--- config.mk ---
export PLATFORM = sky130hd
export DESIGN_NAME = sbarb_top
export DESIGN_NICKNAME = d
export VERILOG_FILES = /design/src/rtl/sbarb_pkg.sv /design/src/rtl/sbarb_wired_or.sv /design/src/rtl/sbarb_agent.sv /design/src/rtl/sbarb_top.sv
export SDC_FILE = /design/constraint.sdc
export NUM_CORES = 1
export LEC_CHECK = 0
export ABC_AREA = 1
export BUFFER_PORTS_ARGS = -buffer_cell sky130_fd_sc_hd__buf_2
export CELL_PAD_IN_SITES_DETAIL_PLACEMENT = 1
export CELL_PAD_IN_SITES_GLOBAL_PLACEMENT = 1
export CORE_MARGIN = 5
export CORE_UTILIZATION = 44
export CTS_BUF_LIST = sky130_fd_sc_hd__clkbuf_2
export CTS_CLUSTER_DIAMETER = 120
export DETAILED_ROUTE_END_ITERATION = 16
export GPL_ROUTABILITY_DRIVEN = 0
export PLACE_DENSITY_LB_ADDON = 0.12
export SLEW_MARGIN = 20
export SYNTH_ARGS = -nofsm -noshare
export SYNTH_HDL_FRONTEND = slang
export SYNTH_SLANG_ARGS = --single-unit
--- constraint.sdc ---
create_clock -name clk -period 2.4 [get_ports clk]
set_input_delay 0.36 -clock clk [delete_from_list [all_inputs] [get_ports clk]]
set_output_delay 0.36 -clock clk [all_outputs]
set_load 0.03 [all_outputs]
--- src/rtl/sbarb_pkg.sv ---
package sbarb_pkg;
  typedef enum logic [2:0] {
    AG_IDLE,
    AG_PROBE,
    AG_RESOLVE,
    AG_OWNER,
    AG_BEATEN
  } agent_state_t;
endpackage

--- src/rtl/sbarb_wired_or.sv ---
module sbarb_wired_or #(
  parameter int N_AGENTS = 6,
  parameter int ID_WIDTH = 4
) (
  input  logic [N_AGENTS-1:0][ID_WIDTH-1:0] code_drv,
  input  logic [N_AGENTS-1:0]               coll_drv,
  input  logic [N_AGENTS-1:0]               active_drv,
  input  logic [N_AGENTS-1:0]               busy_drv,
  output logic [ID_WIDTH-1:0]               code_line,
  output logic                              coll_line,
  output logic                              active_line,
  output logic                              busy_line
);
  for (genvar b = 0; b < ID_WIDTH; b++) begin : g_bit
    logic [N_AGENTS-1:0] column;
    for (genvar a = 0; a < N_AGENTS; a++) begin : g_agent
      assign column[a] = code_drv[a][b];
    end
    assign code_line[b] = |column;
  end

  assign coll_line   = |coll_drv;
  assign active_line = |active_drv;
  assign busy_line   = |busy_drv;
endmodule

--- src/rtl/sbarb_agent.sv ---
module sbarb_agent
  import sbarb_pkg::*;
#(
  parameter int                ID_WIDTH = 4,
  parameter logic [ID_WIDTH-1:0] MY_ID  = '0
) (
  input  logic                clk,
  input  logic                rst_n,
  input  logic                req_i,
  input  logic                mode_coll_i,
  input  logic [ID_WIDTH-1:0] code_line_i,
  input  logic                coll_line_i,
  input  logic                active_line_i,
  input  logic                busy_line_i,
  output logic [ID_WIDTH-1:0] code_drv_o,
  output logic                coll_drv_o,
  output logic                active_drv_o,
  output logic                busy_drv_o,
  output logic                grant_o,
  output logic                lost_o
);
  localparam int SW = (ID_WIDTH > 1) ? $clog2(ID_WIDTH) : 1;
  localparam logic [SW-1:0] TOP_STEP = SW'(ID_WIDTH - 1);

  agent_state_t state, state_n;
  logic [SW-1:0] step, step_n;

  logic bus_free;
  logic my_bit, line_bit;
  agent_state_t start_state;

  assign bus_free    = !busy_line_i && !active_line_i;
  assign my_bit      = MY_ID[step];
  assign line_bit    = code_line_i[step];
  assign start_state = mode_coll_i ? AG_PROBE : AG_RESOLVE;

  always_comb begin
    state_n = state;
    step_n  = step;
    case (state)
      AG_IDLE: begin
        if (req_i && bus_free) begin
          state_n = start_state;
          step_n  = TOP_STEP;
        end
      end
      AG_PROBE: begin
        if (!req_i) state_n = AG_IDLE;
        else if (!coll_line_i) state_n = AG_OWNER;
        else begin
          state_n = AG_RESOLVE;
          step_n  = TOP_STEP;
        end
      end
      AG_RESOLVE: begin
        if (!req_i) state_n = AG_IDLE;
        else if (!my_bit && line_bit) state_n = AG_BEATEN;
        else if (step == '0) state_n = AG_OWNER;
        else step_n = step - 1'b1;
      end
      AG_OWNER: begin
        if (!req_i) state_n = AG_IDLE;
      end
      AG_BEATEN: begin
        if (!req_i) state_n = AG_IDLE;
        else if (bus_free) begin
          state_n = start_state;
          step_n  = TOP_STEP;
        end
      end
      default: state_n = AG_IDLE;
    endcase
  end

  always_ff @(posedge clk) begin
    if (!rst_n) begin
      state <= AG_IDLE;
      step  <= '0;
    end else begin
      state <= state_n;
      step  <= step_n;
    end
  end

  always_comb begin
    code_drv_o = '0;
    if (state == AG_PROBE) code_drv_o = MY_ID;
    else if (state == AG_RESOLVE) code_drv_o = MY_ID & (ID_WIDTH'(1) << step);
  end

  assign coll_drv_o   = (state == AG_PROBE) && (code_line_i != MY_ID);
  assign active_drv_o = (state == AG_PROBE) || (state == AG_RESOLVE);
  assign busy_drv_o   = (state == AG_OWNER);
  assign grant_o      = (state == AG_OWNER);
  assign lost_o       = (state == AG_BEATEN);

  // a contender that reads 1 over its own 0 leaves the round
  p_withdraw_r4: assert property (@(posedge clk) disable iff (!rst_n)
    (state == AG_RESOLVE && req_i && !my_bit && line_bit) |=> lost_o);

  // no round begins while the bus is held or a round runs
  p_gated_start_r7: assert property (@(posedge clk) disable iff (!rst_n)
    (!grant_o && !active_drv_o && !bus_free) |=> !active_drv_o);

  // owner keeps the bus while requesting
  p_hold_r5: assert property (@(posedge clk) disable iff (!rst_n)
    (grant_o && req_i) |=> grant_o);

  // owner releases one edge after request drops
  p_release_r5: assert property (@(posedge clk) disable iff (!rst_n)
    (grant_o && !req_i) |=> !grant_o);

  // a probe with no collision gives the bus next edge
  p_probe_solo_r8: assert property (@(posedge clk) disable iff (!rst_n)
    (state == AG_PROBE && req_i && !coll_line_i) |=> grant_o);

  // a beaten agent dropping its request clears lost
  p_lost_clear_r10: assert property (@(posedge clk) disable iff (!rst_n)
    (lost_o && !req_i) |=> !lost_o);
endmodule

--- src/rtl/sbarb_top.sv ---
module sbarb_top #(
  parameter int N_AGENTS  = 6,
  parameter int ID_WIDTH  = 4,
  parameter int ID_BASE   = 3,
  parameter int ID_STRIDE = 5
) (
  input  logic                clk,
  input  logic                rst_n,
  input  logic                mode_coll,
  input  logic [N_AGENTS-1:0] req,
  output logic [N_AGENTS-1:0] grant,
  output logic [N_AGENTS-1:0] lost,
  output logic                bus_busy
);
  localparam int ID_SPACE = 1 << ID_WIDTH;

  logic [N_AGENTS-1:0][ID_WIDTH-1:0] code_drv;
  logic [N_AGENTS-1:0]               coll_drv, active_drv, busy_drv;
  logic [ID_WIDTH-1:0]               code_line;
  logic                              coll_line, active_line, busy_line;

  for (genvar g = 0; g < N_AGENTS; g++) begin : g_agent
    localparam logic [ID_WIDTH-1:0] AG_ID = ID_WIDTH'((ID_BASE + ID_STRIDE * g) % ID_SPACE);
    sbarb_agent #(
      .ID_WIDTH (ID_WIDTH),
      .MY_ID    (AG_ID)
    ) u_agent (
      .clk           (clk),
      .rst_n         (rst_n),
      .req_i         (req[g]),
      .mode_coll_i   (mode_coll),
      .code_line_i   (code_line),
      .coll_line_i   (coll_line),
      .active_line_i (active_line),
      .busy_line_i   (busy_line),
      .code_drv_o    (code_drv[g]),
      .coll_drv_o    (coll_drv[g]),
      .active_drv_o  (active_drv[g]),
      .busy_drv_o    (busy_drv[g]),
      .grant_o       (grant[g]),
      .lost_o        (lost[g])
    );
  end

  sbarb_wired_or #(
    .N_AGENTS (N_AGENTS),
    .ID_WIDTH (ID_WIDTH)
  ) u_lines (
    .code_drv    (code_drv),
    .coll_drv    (coll_drv),
    .active_drv  (active_drv),
    .busy_drv    (busy_drv),
    .code_line   (code_line),
    .coll_line   (coll_line),
    .active_line (active_line),
    .busy_line   (busy_line)
  );

  assign bus_busy = busy_line;

  // a single owner at most
  p_one_grant_r2: assert property (@(posedge clk) disable iff (!rst_n)
    $onehot0(grant));

  // nobody owns and is beaten at once across the agents
  p_grant_lost_apart_r4: assert property (@(posedge clk) disable iff (!rst_n)
    (grant & lost) == '0);
endmodule

## Word-level counts from Yosys, hierarchy flattened

Index checks and enable logic that the tools add are counted.

- Register bits: 30
- Input port bits: 9
- Logic and storage cells: 327

- Add/sub/neg operators: 6
- Magnitude comparators: 6
- Equal/unequal tests: 96
- Shift operators: 6
- Muxes and demuxes: 131
- Reductions and logical operators: 70

Operator list:

| cell | number |
|---|---|
| 3-bit 2-to-1 mux | 41 |
| 2-bit inequality test (second input constant) | 47 |
| 3-bit case mux with 5 select lines | 6 |
| 2-bit 2-to-1 mux | 44 |
| 9-bit AND reduction | 6 |
| 2-bit case mux with 4 select lines | 6 |
| 6-bit OR reduction | 7 |
| 3-bit by 2-bit == test with 1-bit output (second input constant) | 12 |
| 4-bit 2-to-1 mux | 9 |
| 4-bit by 2-bit inequality test with 1-bit output (second input constant) | 8 |
| 1-bit binary-select mux with 2-bit select | 12 |
| 4-bit AND reduction | 6 |
| 4-bit nonzero test | 6 |
| 1-bit logical AND | 19 |
| 3-bit by 1-bit == test with 1-bit output (second input constant) | 6 |
| 3-bit == test (second input constant) | 6 |
| 3-bit logical NOT | 6 |
| 2-bit by 3-bit less-than comparator with 1-bit output (second input constant) | 6 |
| 3-bit inequality test (second input constant) | 6 |
| 2-bit by 1-bit inequality test with 1-bit output (second input constant) | 7 |
| 1-bit 2-to-1 mux | 13 |
| 2-bit logical NOT | 6 |
| 4-bit inequality test (second input constant) | 3 |
| 1-bit by 2-bit left shift with 4-bit output (first input constant) | 3 |
| other kinds (6) | 24 |

## Depth between registers and ports, before layout

Gate-level depths: netlist (run 1).

- Word-level depth: 10
- Mapped depth: 17

## Cells and area by module

Synthesis (run 1) repeated with hierarchy kept, for this count alone.

- Cells, all modules: 622
- Area total of the unflattened synthesis: 3548.4 sq um

Modules (own cells, without submodules):

| module | times used | cells an instance | area each (sq um) |
|---|---|---|---|
| sbarb_agent at g_agent[2].u_agent ... | 2 | 103 | 590.6 |
| sbarb_agent at g_agent[1].u_agent ... | 2 | 100 | 589.3 |
| sbarb_agent at g_agent[5].u_agent | 1 | 96 | 544.3 |
| sbarb_agent at g_agent[0].u_agent | 1 | 92 | 530.5 |
| sbarb_wired_or | 1 | 28 | 113.9 |

## Worst setup path after synthesis (run 1)

OpenSTA, ideal clock, no wires.

- Path type: reg-to-reg
- Start: register g_agent[2].u_agent.step[0]
- End: register g_agent[3].u_agent.step[0]
- Data arrival time: 1.936 ns
- Slack: 0.349 ns
- Stages on the path, launching flop included: 16
- Buffers on the path: 1
- Path through: dfxtp_1 inv_1 ha_1 nand4_1 clkinv_1 nor2_2 nand2_2 nor2_1 nand2_1 nand2_1 nand2_2 nor2_4 buf_12 nand3_4 a21oi_1 nor2_1

- Word-level cells in the longest chain between the ends: 9
- Elaborated cells on any way between the ends: 25
- Those cells by class: eq/ne (8); shift (1); mux (4); reduce/logical (12)

Ends and longest elaborated chain:

| item | RTL line | text |
|---|---|---|
| from (decl) | sbarb_agent.sv:26 | `logic [SW-1:0] step, step_n;` |
| from (signal assigned) | sbarb_agent.sv:81 | `step <= step_n;` |
| 1-bit by 2-bit left shift with 4-bit output * | sbarb_agent.sv:88 | `else if (state == AG_RESOLVE) code_drv_o = MY_ID & (ID_WIDTH'(1) << step);` |
| 4-bit 2-to-1 mux * | sbarb_agent.sv:88 |  |
| 4-bit 2-to-1 mux * | sbarb_agent.sv:87 | `if (state == AG_PROBE) code_drv_o = MY_ID;` |
| 6-bit OR reduction | sbarb_wired_or.sv:19 | `assign code_line[b] = \|column;` |
| 4-bit by 2-bit inequality test with 1-bit output, or another cell as far along | sbarb_agent.sv:91 | `assign coll_drv_o = (state == AG_PROBE) && (code_line_i != MY_ID);` |
| 1-bit logical AND / 1-bit 2-to-1 mux (equally long branches) | sbarb_agent.sv:91, sbarb_agent.sv:34 |  |
| 6-bit OR reduction / 1-bit logical AND (equally long branches) | sbarb_wired_or.sv:22, sbarb_agent.sv:57 |  |
| 2-bit inequality test (no source line) | -- |  |
| 9-bit AND reduction (no source line) * | -- |  |
| to (signal assigned) | sbarb_agent.sv:81 |  |
| to (decl) | sbarb_agent.sv:26 |  |

Every way passes the cells marked *; elsewhere a longest branch is shown, timed or not. The select of a mux whose other input is x is not followed.
A chain may end at the register's enable or synchronous reset.

## Final worst setup path (run 1)

- Start: register g_agent[0].u_agent.step[0]
- End: register g_agent[3].u_agent.step[0]

- Word-level cells in the longest chain between the ends: 9
- Elaborated cells on any way between the ends: 24
- Those cells by class: eq/ne (8); shift (1); mux (4); reduce/logical (11)

Ends and longest elaborated chain:

| item | RTL line |
|---|---|
| from (decl) | sbarb_agent.sv:26 |
| from (signal assigned) | sbarb_agent.sv:81 |
| 1-bit by 2-bit left shift with 2-bit output * | sbarb_agent.sv:88 |
| 2-bit 2-to-1 mux * | sbarb_agent.sv:88 |
| 4-bit 2-to-1 mux * | sbarb_agent.sv:87 |
| 6-bit OR reduction | sbarb_wired_or.sv:19 |
| 4-bit by 2-bit inequality test with 1-bit output, or another cell as far along | sbarb_agent.sv:91 |
| 1-bit logical AND / 1-bit 2-to-1 mux (equally long branches) | sbarb_agent.sv:91, sbarb_agent.sv:34 |
| 6-bit OR reduction / 1-bit logical AND (equally long branches) | sbarb_wired_or.sv:22, sbarb_agent.sv:57 |
| 2-bit inequality test (no source line) | -- |
| 9-bit AND reduction (no source line) * | -- |

Marked as above.

==> results by stage, run 1 <==
Synth:
- The share of async-settable or async-resettable flops after synthesis is 0%.
- The share of the Yosys chip area taken by registers is 18.1%.
- The post-synthesis instance total is 555.
- A synthesized cell averages 5.97 um2.
- After Yosys synthesis, XOR and XNOR cells account for 0% of the synthesized area.
- The most used flip-flop cell after synthesis is sky130_fd_sc_hd__dfxtp_1.
- The mapped netlist covers 0.00331 mm2.
- The count of unique library cells instantiated by Yosys is 39.
- The adder and majority cell fraction of the synthesized area is 6.42%.
- The number of register bits inferred by synthesis is 30.
- During synthesis, Yosys emitted a total of 0 warnings.
- The top cell type by area accounts for 18.1% of the synthesized area.
- The mux cell area share after synthesis is 0%.
- Yosys attributes the largest share of cell area to sky130_fd_sc_hd__dfxtp_1, sky130_fd_sc_hd__nand2_1, sky130_fd_sc_hd__nor2_1.
- Summing the areas of all compound-gate instances in the mapped netlist gives 12.5% of the synthesized area.
- By area, the combinational part of the netlist is dominated by simple AND/OR/NAND/NOR gates.
- Of the total synthesized cell area, the portion taken by AND, OR, NAND and NOR gates is 49.2%.
- The number of enable flip-flop cells after synthesis is 0.
- The total nets after synthesis is 581.
- Summed over all instances, the cell type with the most area after synthesis is sky130_fd_sc_hd__dfxtp_1.

Die:
- The core region is 0.00729 mm2.
- In this run the horizontal extent of the chip is 96.8 um.
- The top-level I/O count is 22.
- The initial cell density of the core is 45.4%.
- The die covers 0.00937 mm2.
- The number of rows created at floorplan is 31.
- In this run the vertical extent of the chip is 96.8 um.

Cells and area:
- The layout overhead on the synthesized area is 9.37%.
- The core occupancy in the finished layout is 49.7%.
- The final instance count without filler cells is 683.
- The number of antenna diodes in the final layout is 0.
- The final net count is 609.
- The post-route netlist has 20.9% of its cells at a drive strength greater than 1.

STA:
- The final hold violation count is 0.
- The worst path meets setup with 93.1 ps of slack.
- The worst slack on hold paths is 234 ps.
- Setup violations remaining at the end of the flow were counted as 0.
- Headroom to the max-slew limit came out at 74.4%.
- The fraction of the cycle the final worst path needs is 96.1%.
- The slew at the pin closest to its max-slew limit is 381 ps.
- The final max-slew violation count came to 0.
- The maximum clock frequency is 433 MHz.
- Clock skew on the completed layout was measured at 18.0 ps.
- The clock period minus final worst setup slack is 2310 ps.

Power and ir drop:
- The fraction of power consumed by combinational cells is 80.7%.
- The highest ir drop seen on vdd is 0.555 mV.
- The power spent charging and discharging nets is 3530 uW.
- Dividing total power by cell area gives a power density of 1620 mW/mm2.
- In this run the static leakage power is 0.00182 uW.
- The proportion of power drawn by flip-flops and latches is 14.3%.
- The clock network burns 5.0% of the power.
- In this run switching power makes up 59.9% of total power.
- The internal portion of the total power is 2360 uW.

GRT:
- The total overflow left after global routing is 0.
- The initial antenna violation count is 0.
- The wire length of the first global-routing pass is 17.9 mm.
- The aggregate global-route resource usage is 22.8%.
- The via count of the first global-routing pass was 3,671.
- The pin count of the biggest net entering global routing is 13.

Setup path:
- The endpoint class of the critical path is a flip-flop.
- The worst register-to-register path begins at g_agent[0].u_agent.step[0].
- The data arrival at the endpoint of the critical path is 2640 ps.
- In this run the worst path has a maximum fanout of 6.
- Measured in cells, the most critical reg-to-reg path has a length of 14.
- For the worst setup path, the data required time is 2730 ps.
- The capture point of the worst reg-to-reg path is g_agent[3].u_agent.step[0].
- The slack of the worst reg-to-reg path is 90 ps.
- The kind of critical path is flip-flop to flip-flop.
- STA classifies the critical path startpoint as a flip-flop.

CTS:
- In this run the deepest clock path goes through 2 buffers.
- The number of levels the H-tree was split into is 2.
- TritonCTS built the clock tree.
- The clock reaches the later pin of the worst-skew pair after 400 ps.
- The CTS root buffer is sky130_fd_sc_hd__clkbuf_2.
- The hold buffer count at cts is 0.
- The number of buffers created by CTS is 5.
- The clock sink count is 30.
- The clock slew seen by the registers of the worst setup and hold paths is 200 ps.

Worst hold path:
- For hold timing, the worst endpoint is g_agent[3].u_agent.state[0].
- The startpoint of the tightest hold check path is req[3].
- The worst hold path was traced through 3 stages.
- The path class of the tightest hold or removal check is primary input to flip-flop.

Routing:
- The routed layout has 3,658 vias.
- The number of design-rule violations left by the first detailed-router iteration is 183.
- The post-detailed-route wirelength per cell is 16.1 um.
- Dividing the detail-routed via count by the number of cells gives 5.36.
- In this run the remaining antenna-violating nets after routing total 0.
- The first TritonRoute pass finished after 4 iterations.
- The detailed-route wire length is 11.0 mm.
- The number of remaining DRC errors is 0.

Outcome:
- The flow ran to the end, and the final reports show no timing, DRC or antenna violations.

Placed design:
- The wire-length estimate of the detail-placed layout is 8.86 mm.
- The number of placed instances, taps included, is 673.
- In this run the tool buffered the top-level ports with 21 buffer cells.
- Before CTS, the worst setup slack after placement is 18.7 ps.

Run:
- The tool flagged a number of max-cap violations equal to 0.
through the flow:
| step | TNS, ps | power, uW | area [um2] |
|---|---|---|---|
| 2_1_floorplan | 0 | 4170 | 3310 |
| 4_1_cts | 0 | 5680 | 3560 |
| 5_1_grt | -277 | 6440 | 3620 |
| 6_report | 0 | 5890 | 3620 |
| 3_3_place_gp | 0 | 5210 | 3520 |
| 3_5_place_dp | 0 | 5370 | 3520 |
cell usage after synthesis, types with 2 or more instances:
| library cell | instances |
|---|---|
| sky130_fd_sc_hd__dfxtp_1 | 30 |
| sky130_fd_sc_hd__buf_4 | 13 |
| sky130_fd_sc_hd__inv_1 | 67 |
| sky130_fd_sc_hd__nand3b_1 | 5 |
| sky130_fd_sc_hd__nor2_1 | 92 |
| sky130_fd_sc_hd__nor3_1 | 2 |
| sky130_fd_sc_hd__nand2_4 | 2 |
| sky130_fd_sc_hd__buf_12 | 2 |
| sky130_fd_sc_hd__nor2_4 | 3 |
| sky130_fd_sc_hd__nor2_2 | 8 |
| sky130_fd_sc_hd__o21ai_1 | 5 |
| sky130_fd_sc_hd__nand3_4 | 5 |
| sky130_fd_sc_hd__nand4_1 | 15 |
| sky130_fd_sc_hd__nand3_1 | 43 |
| sky130_fd_sc_hd__inv_2 | 13 |
| sky130_fd_sc_hd__o21ai_0 | 12 |
| sky130_fd_sc_hd__nand2_1 | 135 |
| sky130_fd_sc_hd__ha_1 | 17 |
| sky130_fd_sc_hd__nor3_2 | 2 |
| sky130_fd_sc_hd__nand2_2 | 7 |
| sky130_fd_sc_hd__a21oi_1 | 47 |
| sky130_fd_sc_hd__a21oi_2 | 2 |
| sky130_fd_sc_hd__nand3_2 | 11 |
| sky130_fd_sc_hd__clkinv_1 | 2 |
cell usage in the layout, fill, tap and decap left out, drive strengths merged, types with 5 or more instances in the layout:
cell type	n
inv	81
clkbuf	6
nand3	59
ha	17
dfxtp	30
nand3b	7
nand2	144
nor3	5
a21oi	50
o21ai	17
nand4	15
buf	38
nor2	103
timing repair:
item	CTS	global route
pin swaps	0	4
buffers inserted	0	2
endpoints found under the setup margin	3	24
gates cloned	0	0
gates resized for setup	1	23
cell type report:
cell class / count / area [um2]
fillers: 1077 / 3670
multi-input cells: 426 / 2280
repair buffers: 38 / 253
well taps: 99 / 124
inverters: 82 / 308
clock inverters: 2 / 8.76
clock buffers: 6 / 30.0
flip-flops and latches: 30 / 619
power groups by stage:
stage | Clock, uW | Combinational (uW) | Sequential (uW)
2_1_floorplan | 0 | 3370 | 799
3_3_place_gp | 0 | 4380 | 825
3_5_place_dp | 0 | 4530 | 840
4_1_cts | 293 | 4550 | 829
5_1_grt | 322 | 5250 | 869
6_report | 295 | 4750 | 842
how the worst max path moves through the flow:
stage	startpoint	to	slack [ps]	cells past startpoint
after floorplan	g_agent[2].u_agent.step[0]	g_agent[3].u_agent.step[0]	350	15
after global placement	g_agent[2].u_agent.step[1]	g_agent[5].u_agent.step[0]	100	13
after detailed placement	g_agent[2].u_agent.step[1]	g_agent[0].u_agent.state[0]	20	14
after CTS	g_agent[2].u_agent.step[0]	g_agent[0].u_agent.state[0]	10	14
after global routing	g_agent[0].u_agent.step[0]	g_agent[3].u_agent.step[0]	-40	14
final	g_agent[0].u_agent.step[0]	g_agent[3].u_agent.step[0]	90	14
metal layers:
metal / share of wire, % / vias to the layer above / global-route usage [%]
met5: 0 / - / 0
met1: 47 / 1757 / 30.0
met2: 47 / 55 / 38.7
met4: 2.1 / 0 / 6.26
met3: 3.2 / 15 / 3.53
li1: - / 1831 / -
sequential cells by signal, summed over array words and instances, names as in the netlist:
| register | count |
|---|---|
| g_agent.u_agent.state | 18 |
| g_agent.u_agent.step | 12 |
cells by family (layout without fill, tap and decap cells):
kind of cell / count (synthesis) / after routing
flops: 30 / 30
compound gates: 75 / 75
simple gates: 334 / 334
buf+inv: 99 / 128
fa+ha+maj: 17 / 17
worst max-delay path: stages (launching register included):
cell and delay (ps):
sky130_fd_sc_hd__dfxtp_1 440, sky130_fd_sc_hd__inv_1 120, sky130_fd_sc_hd__ha_1 210, sky130_fd_sc_hd__nand4_1 150, sky130_fd_sc_hd__nand2_1 70, sky130_fd_sc_hd__inv_1 90
sky130_fd_sc_hd__nand2_4 110, sky130_fd_sc_hd__nor2_4 130, sky130_fd_sc_hd__nand3_2 90, sky130_fd_sc_hd__a21oi_4 230, sky130_fd_sc_hd__buf_4 160, sky130_fd_sc_hd__buf_12 120
sky130_fd_sc_hd__nand3_4 100, sky130_fd_sc_hd__a21oi_1 170, sky130_fd_sc_hd__nor2_1 60
Note: power is estimated with default switching activity, not from simulation.
==> run 2, diff against run 1 <==
Settings changed: CORE_ASPECT_RATIO set to 1.4.
==> run 2 against run 1 <==
Sequential power up 0.8%. Non-clock buffer count down 1. Critical path depth up 2. Clock power down 7.1%. First-iteration DRC count down 29%. Largest cell class unchanged. Global-route usage up 0.88 points. Critical path type unchanged.
==> results by stage, run 2 (synthesis gave the netlist of run 1 again) <==
STA:
- The clock period minus final worst setup slack is 2190 ps (-119 ps).
- The number of failing setup endpoints in the final timing report is 0 (unchanged).
- The slew at the pin closest to its max-slew limit came to 388 ps (+6.79 ps).
- The relative slew slack was 74.0% (-0.46 points).
- The final hold violation count came to 0 (unchanged).
- The maximum clock frequency is 457 MHz (+5.4%).
- The final-layout setup total negative slack came to 0 ps (unchanged).
- The worst slack on hold paths came to 192 ps (-41.9 ps).
- The final max-slew violation count is 0 (unchanged).
- The worst-case setup margin in the final layout is 212 ps (+119 ps).
- The final clock skew is 19.1 ps (+1.18 ps).
- The fraction of the cycle the final worst path needs is 91.2% (-5.0 points).

Power and ir drop:
- The power per cell area is 1590 mW/mm2 (-1.9%).
- The static leakage was 0.00181 uW (-0.34%).
- The highest ir drop seen on vdd was 0.583 mV (+5.2%).

Routing:
- The wire length on met3 is 306 um (-14%).
- The uppermost metal layer occupied by signal nets is met4.
- The detailed-route wire length is 10.8 mm (-2.0%).
- The routed metal-1 wire length is 4.47 mm (-14%).
- The number of design-rule violations left by the first detailed-router iteration is 130 (-29%).
- The met2 routed wirelength is 5.64 mm (+8.7%).
- The post-detailed-route wirelength per cell was 15.8 um (-1.6%).
- The detailed-router iteration count before antenna repair is 4 (unchanged).
- The total via count in the routed design is 3,621 (-1.0%).
- The number of remaining DRC errors was 0 (unchanged).
- The remaining antenna violation count is 0 (unchanged).
- The vias per cell was 5.33 (-0.57%).

Die:
- The number of rows created at floorplan is 37 (+19%).
- The placeable core region is 0.00736 mm2 (+0.94%).
- The top-level I/O count is 22 (unchanged).
- The initial cell density of the core is 45.0% (-0.42 points).
- The full die area came to 0.00939 mm2 (+0.27%).
- The y dimension of the die is 113 um (+16%).
- The die span in x is 83.3 um (-14%).

Setup path:
- The startpoint of the worst setup timing path is g_agent[2].u_agent.step[0].
- The data arrival at the endpoint of the critical path is 2540 ps (-100 ps).
- STA classifies the critical path endpoint as a flip-flop.
- The biggest cell delay along the critical path came to 400 ps (-40 ps).
- The largest driver fanout on the critical path came to 6 (unchanged).
- The cell occurring most often along the worst timing path is sky130_fd_sc_hd__nand2_1.
- The setup path with the least slack is of type flip-flop to flip-flop.
- In this run the critical register-to-register path is launched from g_agent[2].u_agent.step[0].
- The worst path required time is 2760 ps (+30 ps).
- The kind of start point of the critical path is a flip-flop.
- Walking the worst path, the cells encountered are inv_1 > ha_1 > nand4_1 > clkinv_1 > nor2_2 > nand2_4 > nor2_1 > nand2_1 > nand2_1 > nand2_2 > nor2_4 > buf_12 > nand3_1 > nand2_1 > nand2_1 > a21oi_2.
- The cell with the biggest individual delay on the critical path is sky130_fd_sc_hd__dfxtp_4.

GRT:
- The pin count of the biggest net entering global routing is 14 (+1).
- The initial antenna violation count came to 0 (unchanged).
- The wire length of the first global-routing pass is 18.2 mm (+2.1%).
- The via count of the first global-routing pass was 3,878 (+5.6%).
- The overflow left after global routing is 0 (unchanged).
- The aggregate global-route resource usage is 23.7% (+0.88 points).

CTS:
- The clock slew seen by the registers of the worst setup and hold paths came to 190 ps (about the same).
- The clock sink count came to 30 (unchanged).
- The maximum buffer depth of the clock tree was 2 (unchanged).
- The clock tree from TritonCTS is yes.
- CTS placed an instance of sky130_fd_sc_hd__clkbuf_2 at the clock tree root.
- The source-to-sink clock delay at the later pin of the worst-skew pair came to 420 ps (+20 ps).
- The number of buffers created by CTS came to 5 (unchanged).
- The number of levels the H-tree was split into is 2 (unchanged).

Cells and area:
- Relative to the synthesized area, the layout overhead comes to 9.10%.
- In the layout the commonest cells are sky130_fd_sc_hd__nand2_1, sky130_fd_sc_hd__nor2_1, sky130_fd_sc_hd__inv_1.
- The final instance count without filler cells is 680 (-0.44%).
- The most common library cell in the layout ignoring fill and taps is sky130_fd_sc_hd__nand2_1.
- The number of diodes added for antenna fixing is 0 (unchanged).
- In the final layout, the registers with the most flip-flops are g_agent.u_agent.state x18, g_agent.u_agent.step x12.
- The final net count is 608 (-0.16%).
- Ranked by flip-flop count, first place goes to g_agent.u_agent.state.
- The flip-flop count of the largest register, all copies and words added is 18 (unchanged).
- The proportion of layout cells with a drive suffix above 1 was 20.6% (-0.31 points).

Placed design:
- The HPWL after detailed placement is 8.78 mm (-0.95%).
- The count of input and output buffers is 21 (unchanged).
- The setup slack at placement was 83.2 ps (+64.5 ps).
- The placed cell count is 671 (-0.30%).

Worst hold path:
- The type of the most critical hold path is primary input to flip-flop.
- The startpoint of the tightest hold check path is req[0].

Outcome:
- The run finished with clean final reports.

Run:
- The max capacitance violation total came to 0 (unchanged).
## run 2: layout make-up
cell class / instances / area [um2]
Inverter: 82 / 308
Clock inverter: 3 / 11.3
Sequential cell: 30 / 623
Multi-Input combinational cell: 426 / 2280
Tap cell: 97 / 121
Fill cell: 1062 / 3750
Clock buffer: 5 / 25.0
Timing Repair Buffer: 37 / 250
## run 2: report_power, final
| part | switching [uW] | internal, uW | leakage [uW] |
|---|---|---|---|
| combinational | 3040 | 1590 | 0.00153 |
| sequential | 184 | 665 | 0.000253 |
| clock | 212 | 62.0 | 0.0000255 |
| total | 3440 | 2320 | 0.00181 |
## run 2: routing by layer
metal / global-route usage, % / vias up
met5: 0 / -
met3: 3.60 / 23
met1: 26.1 / 1719
li1: - / 1821
met2: 44.6 / 58
met4: 10.1 / 0
## run 2: worst paths after layout
check	end	depth (start not counted)	slack (ps)
hold / removal	g_agent[0].u_agent.state[0]	3	190
setup reg to reg	g_agent[4].u_agent.state[0]	16	210
hold reg to reg	g_agent[2].u_agent.state[2]	2	520
setup / recovery	g_agent[4].u_agent.state[0]	16	210
## run 2: through the flow
stage               utilization (%)  instance area (um2)  total power, uW
global route                   49.1                 3610             6340
global placement               48.0                 3530             5260
detailed placement             48.0                 3530             5410
floorplan                         -                 3310             4170
CTS                            48.5                 3570             5700
finish                         49.1                 3610             5760
## run 2: worst max-delay path, delay by kind of cell, from the launching register on
family / cells / cell delay (ps)
fa+ha+maj: 1 / 220
buf+inv: 3 / 340
simple gates: 11 / 1070
compound gates: 1 / 110
flops: 1 / 400
## run 2: timing repair
item / in CTS / in global routing
resized for setup: 0 / 23
hold buffers: 0 / 0
endpoints found under the setup margin: 0 / 23
hold endpoints to repair: 0 / 0
buffers inserted: 0 / 1
